## src/rtl/ivt_pkg.sv

```systemverilog
package ivt_pkg;

    localparam int BYTE_W = 8;
    localparam int CNT_W  = 2 * BYTE_W;
    localparam int ADDR_W = 3;

    typedef enum logic [ADDR_W-1:0] {
        REG_A_CNT_LO = 3'd0,
        REG_A_CNT_HI = 3'd1,
        REG_A_LAT_LO = 3'd2,
        REG_A_LAT_HI = 3'd3,
        REG_B_CNT_LO = 3'd4,
        REG_B_CNT_HI = 3'd5,
        REG_SPARE    = 3'd6,
        REG_CTRL     = 3'd7
    } reg_sel_e;

    typedef enum logic {
        ST_DISARMED = 1'b0,
        ST_ARMED    = 1'b1
    } arm_state_e;

    typedef struct packed {
        logic wr_lo;
        logic wr_hi_load;
        logic wr_hi_latch;
        logic rd_lo;
    } tmr_strobe_t;

endpackage

```

## src/rtl/ivt_timer.sv

```systemverilog
module ivt_timer
    import ivt_pkg::*;
#(
    parameter bit ONE_SHOT_ONLY = 1'b0
) (
    input  logic              clk,
    input  logic              rst_n,
    input  logic              tick,
    input  logic              free_mode,
    input  tmr_strobe_t       stb,
    input  logic [BYTE_W-1:0] wdata,
    output logic [CNT_W-1:0]  cnt,
    output logic [CNT_W-1:0]  latch,
    output logic              flag
);

    localparam logic [CNT_W-1:0] ALL_ONES = '1;
    localparam logic [CNT_W-1:0] ONE      = CNT_W'(1);

    arm_state_e       state_q, state_d;
    logic             free_run;
    logic [CNT_W-1:0] cnt_step;
    logic             hit;
    logic             fire;

    assign free_run = free_mode & ~ONE_SHOT_ONLY;

    // next counter value for a tick; reload happens one tick after 0xFFFF
    always_comb begin
        cnt_step = (free_run && cnt == ALL_ONES) ? latch : cnt - ONE;
        hit      = tick && !stb.wr_hi_load && (cnt_step == '0);
        fire     = hit && (free_run || state_q == ST_ARMED);
    end

    always_comb begin
        state_d = state_q;
        unique case (state_q)
            ST_DISARMED: begin
                if (stb.wr_hi_load) state_d = ST_ARMED;
            end
            ST_ARMED: begin
                if (stb.wr_hi_load)          state_d = ST_ARMED;
                else if (hit && !free_run)   state_d = ST_DISARMED;
            end
        endcase
    end

    always_ff @(posedge clk) begin
        if (!rst_n) state_q <= ST_DISARMED;
        else        state_q <= state_d;
    end

    always_ff @(posedge clk) begin
        if (!rst_n) begin
            cnt   <= ALL_ONES;
            latch <= ALL_ONES;
        end else begin
            if (stb.wr_lo)
                latch[BYTE_W-1:0] <= wdata;
            if (stb.wr_hi_load || stb.wr_hi_latch)
                latch[CNT_W-1:BYTE_W] <= wdata;
            if (stb.wr_hi_load)
                cnt <= {wdata, latch[BYTE_W-1:0]};
            else if (tick)
                cnt <= cnt_step;
        end
    end

    // output process: a timeout wins over a clearing access in the same cycle
    always_ff @(posedge clk) begin
        if (!rst_n)
            flag <= 1'b0;
        else if (fire)
            flag <= 1'b1;
        else if (stb.wr_hi_load || stb.wr_hi_latch || stb.rd_lo)
            flag <= 1'b0;
    end

endmodule

```

## src/rtl/ivt_regif.sv

```systemverilog
module ivt_regif
    import ivt_pkg::*;
(
    input  logic              clk,
    input  logic              rst_n,
    input  logic              wr_en,
    input  logic              rd_en,
    input  logic [ADDR_W-1:0] addr,
    input  logic [BYTE_W-1:0] wdata,
    input  logic [CNT_W-1:0]  cnt_a,
    input  logic [CNT_W-1:0]  latch_a,
    input  logic [CNT_W-1:0]  cnt_b,
    output tmr_strobe_t       stb_a,
    output tmr_strobe_t       stb_b,
    output logic              free_mode,
    output logic [BYTE_W-1:0] rdata
);

    reg_sel_e          sel;
    logic [BYTE_W-1:0] ctrl_q;

    assign sel       = reg_sel_e'(addr);
    assign free_mode = ctrl_q[0];

    always_ff @(posedge clk) begin
        if (!rst_n)                        ctrl_q <= '0;
        else if (wr_en && sel == REG_CTRL) ctrl_q <= wdata;
    end

    always_comb begin
        stb_a.wr_lo       = wr_en && (sel == REG_A_CNT_LO || sel == REG_A_LAT_LO);
        stb_a.wr_hi_load  = wr_en && (sel == REG_A_CNT_HI);
        stb_a.wr_hi_latch = wr_en && (sel == REG_A_LAT_HI);
        stb_a.rd_lo       = rd_en && (sel == REG_A_CNT_LO);
        stb_b.wr_lo       = wr_en && (sel == REG_B_CNT_LO);
        stb_b.wr_hi_load  = wr_en && (sel == REG_B_CNT_HI);
        stb_b.wr_hi_latch = 1'b0;
        stb_b.rd_lo       = rd_en && (sel == REG_B_CNT_LO);
    end

    always_comb begin
        unique case (sel)
            REG_A_CNT_LO: rdata = cnt_a[BYTE_W-1:0];
            REG_A_CNT_HI: rdata = cnt_a[CNT_W-1:BYTE_W];
            REG_A_LAT_LO: rdata = latch_a[BYTE_W-1:0];
            REG_A_LAT_HI: rdata = latch_a[CNT_W-1:BYTE_W];
            REG_B_CNT_LO: rdata = cnt_b[BYTE_W-1:0];
            REG_B_CNT_HI: rdata = cnt_b[CNT_W-1:BYTE_W];
            REG_SPARE:    rdata = '0;
            REG_CTRL:     rdata = ctrl_q;
        endcase
    end

endmodule

```

## src/rtl/ivt_top.sv

```systemverilog
module ivt_top
    import ivt_pkg::*;
(
    input  logic              clk,
    input  logic              rst_n,
    input  logic              tick,
    input  logic              wr_en,
    input  logic              rd_en,
    input  logic [ADDR_W-1:0] addr,
    input  logic [BYTE_W-1:0] wdata,
    output logic [BYTE_W-1:0] rdata,
    output logic              irq_a,
    output logic              irq_b
);

    localparam int N_TMR = 2;

    tmr_strobe_t      stb_v   [N_TMR];
    logic [CNT_W-1:0] cnt_v   [N_TMR];
    logic [CNT_W-1:0] latch_v [N_TMR];
    logic             flag_v  [N_TMR];
    logic             free_mode;

    ivt_regif u_regif (
        .clk       (clk),
        .rst_n     (rst_n),
        .wr_en     (wr_en),
        .rd_en     (rd_en),
        .addr      (addr),
        .wdata     (wdata),
        .cnt_a     (cnt_v[0]),
        .latch_a   (latch_v[0]),
        .cnt_b     (cnt_v[1]),
        .stb_a     (stb_v[0]),
        .stb_b     (stb_v[1]),
        .free_mode (free_mode),
        .rdata     (rdata)
    );

    for (genvar i = 0; i < N_TMR; i++) begin : g_tmr
        ivt_timer #(
            .ONE_SHOT_ONLY (i != 0)
        ) u_tmr (
            .clk       (clk),
            .rst_n     (rst_n),
            .tick      (tick),
            .free_mode (free_mode),
            .stb       (stb_v[i]),
            .wdata     (wdata),
            .cnt       (cnt_v[i]),
            .latch     (latch_v[i]),
            .flag      (flag_v[i])
        );
    end

    assign irq_a = flag_v[0];
    assign irq_b = flag_v[1];

endmodule

```

## config.mk

```make
export PLATFORM = sky130hd
export DESIGN_NAME = ivt_top
export DESIGN_NICKNAME = d
export VERILOG_FILES = /design/src/rtl/ivt_pkg.sv /design/src/rtl/ivt_timer.sv /design/src/rtl/ivt_regif.sv /design/src/rtl/ivt_top.sv
export SDC_FILE = /design/constraint.sdc
export NUM_CORES = 1
export LEC_CHECK = 0
export ABC_AREA = 0
export CAP_MARGIN = 20
export CORE_MARGIN = 3
export CORE_UTILIZATION = 50
export DETAILED_ROUTE_END_ITERATION = 6
export GPL_ROUTABILITY_DRIVEN = 0
export PLACE_DENSITY = 0.81
export SETUP_SLACK_MARGIN = 0.5
export SYNTH_ARGS = -nofsm -noshare
export SYNTH_HDL_FRONTEND = slang
export SYNTH_SLANG_ARGS = --single-unit
```

## constraint.sdc

```tcl
create_clock -name clk -period 3.2 [get_ports clk]
set_input_delay 0.32 -clock clk [delete_from_list [all_inputs] [get_ports clk]]
set_output_delay 0.32 -clock clk [all_outputs]
set_load 0.005 [all_outputs]
```

; Yosys cells after proc, flatten, opt, wreduce, memory -nomap -nowiden
; Cells that the tools add are included.
[classes]
n_shift = 0
div = 0
addsub = 2
mux = 18
bitwise = 2
n_lt_le_gt_ge = 0
mul = 0
eq_ne = 8
reduce_logical = 31
[op_table]
columns = operator, n
row1 = $mux 16, 5
row2 = $pmux 8 s8, 1
row3 = $logic_not 16->1, 2
row4 = $sub 16x1->16 const B, 2
row5 = $eq 16x16->1 const B, 1
row6 = $logic_and 1x1->1, 16
row7 = $eq 3x3->1 const B, 4
row8 = $mux 1, 10
row9 = $reduce_bool 2->1, 4
row10 = $eq 3x2->1 const B, 2
row11 = $logic_or 1x1->1, 5
row12 = $pmux 1 s2, 2
row13 = $eq 3x1->1 const B, 1
row14 = $logic_not 1->1, 3
row15 = $logic_not 3->1, 1
row16 = $not 1->1, 2
[totals]
mem_bits_ro = 0
mem_count = 0
latchBits = 0
in_bits = 16
register_bits = 68
wordCells = 71
ram_bits = 0

; Longest topological paths before layout
[depth]
ltp_word = 9
depth_mapped = 9
mapped_depth_nobuf = 8

; Modules after synthesis
; Synthesis repeated with hierarchy kept, for this count alone.
[hier_totals]
cells_unflattened = 571
area_unflattened_um2 = 4628.2
[modules_own_cells]
columns = module, instances, cells_per_inst, area_each_um2
row1 = ivt_timer at g_tmr[0].u_tmr, 1, 262, 2026.9
row2 = ivt_timer at g_tmr[1].u_tmr, 1, 192, 1719.1
row3 = ivt_regif, 1, 117, 882.1

; Worst setup path after synthesis
; No wires, ideal clock.
[synth_path]
path_kind = register -> register
from = register g_tmr[0].u_tmr.cnt[1]
to = register g_tmr[0].u_tmr.flag
period_less_slack_ns = 2.366
setup_ns = 0.059
required_ns = 3.141
arrival_ns = 2.307
setup_slack_ns = 0.834
stages_incl_launch_ff = 9
path_cell_list = dfxtp_1 -> ha_1 -> nand4_1 -> or4_1 -> buf_6 -> o32a_1 -> a2111o_1 -> nor4_1 -> a22o_1
[synth_between]
elab_chain_cells = 7
word_cells_on_any_way = 9
[synth_lines]
columns = item, line
row1 = start: declaration, ivt_timer.sv:12  ; output logic [CNT_W-1:0] cnt,
row2 = start signal: assignment, ivt_timer.sv:63  ; cnt <= {wdata, latch[BYTE_W-1:0]};
row3 = start signal: assignment, ivt_timer.sv:65  ; cnt <= cnt_step;
row4 = branches (longest 2 deep; another with $sub 16x1->16), -
row5 = $mux 16 (*), ivt_timer.sv:30  ; cnt_step = (free_run && cnt == ALL_ONES) ? latch : cnt - ONE;
row6 = $logic_not 16->1 (*), ivt_timer.sv:31  ; hit = tick && !stb.wr_hi_load && (cnt_step == '0);
row7 = $logic_and 1x1->1 (*), ivt_timer.sv:31
row8 = $logic_and 1x1->1 (*), ivt_timer.sv:32  ; fire = hit && (free_run || state_q == ST_ARMED);
row9 = $mux 1 or $reduce_bool 2->1 (tied branches), -
row10 = end signal: assignment, ivt_timer.sv:72  ; flag <= 1'b0;
row11 = end signal: assignment, ivt_timer.sv:74  ; flag <= 1'b1;
row12 = end signal: assignment, ivt_timer.sv:76  ; flag <= 1'b0;
row13 = end: declaration, ivt_timer.sv:14  ; output logic flag
; Every way passes the cells marked *.
; A chain may end at the register's enable or synchronous reset.

; Worst setup path after layout
[layout_path]
from = input port addr[0]
to = output port rdata[3]
[layout_between]
elab_chain_cells = 2
word_cells_on_any_way = 9
[layout_lines]
columns = item, line
row1 = start: declaration, ivt_top.sv:9  ; input logic [ADDR_W-1:0] addr,
row2 = "$eq 3x3->1, or another cell as far along", ivt_regif.sv:42  ; unique case (sel)
row3 = $pmux 8 s8 (*), ivt_regif.sv:42
row4 = end: declaration, ivt_top.sv:11  ; output logic [BYTE_W-1:0] rdata,
; Every way passes the cells marked *; elsewhere a longest branch is shown, timed or not.

==> metrics <==
CTS buffer count 9; R2R setup slack just over 600 ps; Hold Path Sink u_regif.ctrl_q[6]; Seq/Total Area, Yosys 32.58%; CTS tree done; Sequential Power Share between 50% and 60%; syn_nets slightly below 600; crit path from addr[0]; Power Dens Cells 397.1 mW/mm2; Hold Vio Cnt, Final 0; vias in the first global route roughly 4000; Yosys warnings 0; Yosys top cell area share roughly 33%; GR met1 Demand/Resource a little under two fifths; Worst-Margin Slew slightly above 700 ps; hold depth 2; number of flops mapped to enable cells by yosys 0; Final Max Tran Viols 0; Port Buffers 25; maximum capacitance violations 0; Setup CP Type primary input to output pin; largest net degree at the start of global routing 42; GR Util met2 a little over 40%; GRT Util Overall a little over a quarter; Async SR Flop Fraction 0%; Final Power about 1.8 mW; CTS H-tree lvls 3; crit-path leading delay family buffers and inverters; CTS root buf clkbuf_8; ANT nets after route 0; outcome completed; worst reg2reg startpoint g_tmr[0].u_tmr.cnt[14]; Worst-path clk slew 60 ps; Int Pwr 1.314 mW; crit-path cells clkdlybuf4s15_1, buf_4, nor2_1, o21ai_0, o221ai_1, o21a_1, clkdlybuf4s50_1; met3 Track Usage GR 6.892%; VDD IR max 207.5 uV; Main synth FF type dfxtp_1; gr ovfl total 0; Placement Setup Slack 402.8 ps; Min Clock Period, post-route between 2000 and 3000 ps; Setup Buffers After CTS 0; share of cells above drive strength 1 just under 9%; CP Data Required Time 2880 ps; Syn Inst Count about 570; Design Area, Final 0.004649 mm2; CP Launch Type primary input; Mapped Area about 0.0042 mm2; unrepaired setup endpoints after global routing true; Layout area overhead 11.29%; final setup margin roughly 590 ps; clock buffer depth 2; gr busiest metal met2; Worst Path Max Fanout 10; antenna cells 0; drt pass-1 iters 5; Iter 0 DRT Violations between 600 and 700; number of vias per cell roughly 6.5; Sw Pwr roughly 0.53 mW; Worst R2R End g_tmr[0].u_tmr.flag; Setup TNS 0 ps; Hold WC Path Type flip-flop to flip-flop; Cell variety after synth slightly above 60; DP HPWL 8933 um; clock skew 9.672 ps; nets@finish about 590; area leader, netlist dfxtp_1; Clock power frac between 30% and 40%; Net Sw Frac 28.85%; Hold Startpoint u_regif.ctrl_q[6]; Largest stage delay, worst path slightly above 500 ps; Combinational Power Share 14.8%; final worst-path cycle share about four fifths; Reg2Reg Depth 6; final setup vio count 0; Max Fclk roughly 380 MHz; Slew HR about half; # IOs 26; chip height ~100 um; std cell rows 32; Avg WL per Cell approximately 19 um; Syn Area/Cell about 7.3 um2; Leakage between 1.5 and 2 nW; CP bufs+invs 3; # clock sinks 68; Initial Util 52.70%; detailed-route wire length 12700 um; first-pass GRT wire length approximately 21000 um; Slowest cell on crit path clkdlybuf4s50_1; Post-route DRC 0; die width between 90 and 100 um; Skew-Pair Late Insertion Delay approximately 350 ps; core area slightly below 0.008 mm2; Arr. time, crit path ~2300 ps; FF+latch count, synth 68; Placed Area approximately 0.0044 mm2; synth top area cells dfxtp_1, nand2_1, nor2_1; routed via count roughly 4400; antenna violations before repair 0; DIE AREA roughly 0.0095 mm2; Worst Setup End Kind output pin
cell type report:
class                      instances  area [um2]
inverter                          12       45.04
sequential                        68        1370
timing repair buffer              37       332.8
multi-input combinational        446        2597
clock buffer                      11       151.4
clock inverter                     4       25.02
fill                             744        3278
tap                              102       127.6
placed cells by master, fill, tap and decap left out, types with 5 or more instances in the layout:
cell type,n
nand2_1,104
buf_4,12
clkdlybuf4s50_1,21
a21boi_0,12
dfxtp_2,7
inv_1,12
xor2_1,12
nor2_1,60
o22ai_1,11
nor3_1,10
o211ai_1,7
a21oi_1,19
mux2i_1,12
nand4_1,11
nor2b_1,5
nor4_1,12
or3_1,5
nand2b_1,5
clkbuf_8,11
o21ai_0,35
xnor2_1,15
nand3_1,37
dfxtp_1,61
what timing repair did:
item,4_1_cts,5_1_grt
hold buffers,0,0
setup endpoints to repair,10,4
gates resized for setup,4,11
pin swaps,0,1
endpoints found under the hold margin,0,0
synthesized netlist by cell type, types with 4 or more instances:
cell,number
clkbuf_1,38
nor3b_1,4
nor2b_1,5
nor2_1,60
mux2i_1,12
nand2_1,104
dfxtp_1,68
xor2_1,12
o211ai_1,7
ha_1,4
nand4_1,11
nand3_1,37
o22ai_1,11
inv_1,12
nor4_1,14
or3_1,5
a21oi_1,19
o31ai_1,4
xnor2_1,15
a21boi_0,12
o221ai_1,4
nor3_1,10
o21ai_0,35
nand2b_1,5
worst register-to-register path, cell delays in order (launching register included):
cell and delay (ps):
dfxtp_1 480, nand4_1 220, or4_4 650, o32a_1 370, a2111o_1 350, nor4_1 300, a22o_1 170
power groups by stage:
stage                     Sequential (mW)  Clock [mW]  Combinational (mW)
after floorplan                     0.920           0               0.178
after global placement              0.942           0               0.258
after detailed placement            0.942           0               0.266
after CTS                           0.923       0.651               0.267
after global routing                0.931       0.691               0.301
final                               0.928       0.645               0.274
kinds of logic (layout without fill, tap and decap cells):
group,count (synthesis),in the layout,synth area share (%)
multiplexers,15,15,4.223
adder cells (fa/ha/maj),4,4,1.198
buffers and inverters,59,64,5.690
flip-flops,68,68,32.58
XOR/XNOR,27,27,5.660
AO/OA/AOI/OAI,126,126,20.10
AND/OR/NAND/NOR,274,274,30.55
worst max-delay path by stage:
stage,endpoint,slack (ps),cells after the start
floorplan,g_tmr[0].u_tmr.flag,830,8
global placement,rdata[3],440,7
detailed placement,rdata[3],400,7
CTS,g_tmr[0].u_tmr.flag,500,7
global route,rdata[3],490,7
finish,rdata[3],590,7
per-layer routing:
| metal | vias to the layer above | routed length [um] |
|---|---|---|
| met3 | 66 | 1591 |
| met1 | 1965 | 5196 |
| met5 | - | 0 |
| met4 | 0 | 462 |
| li1 | 2020 | - |
| met2 | 335 | 5453 |
flip-flops by register name (all words and copies together), names as in the netlist:
register,count
g_tmr.u_tmr.flag,2
u_regif.ctrl_q,8
g_tmr.u_tmr.cnt,32
g_tmr.u_tmr.latch,24
g_tmr.u_tmr.state_q,2
metrics by stage:
stage,util [%],cells,hold WS (ps)
finish,58.65,680,462.8
global route,58.65,680,478.7
CTS,58.33,680,435.3
detailed placement,56.11,665,456.3
global placement,56.11,665,451.2
floorplan,-,573,435.4
Power figures use the tool's default switching activity.
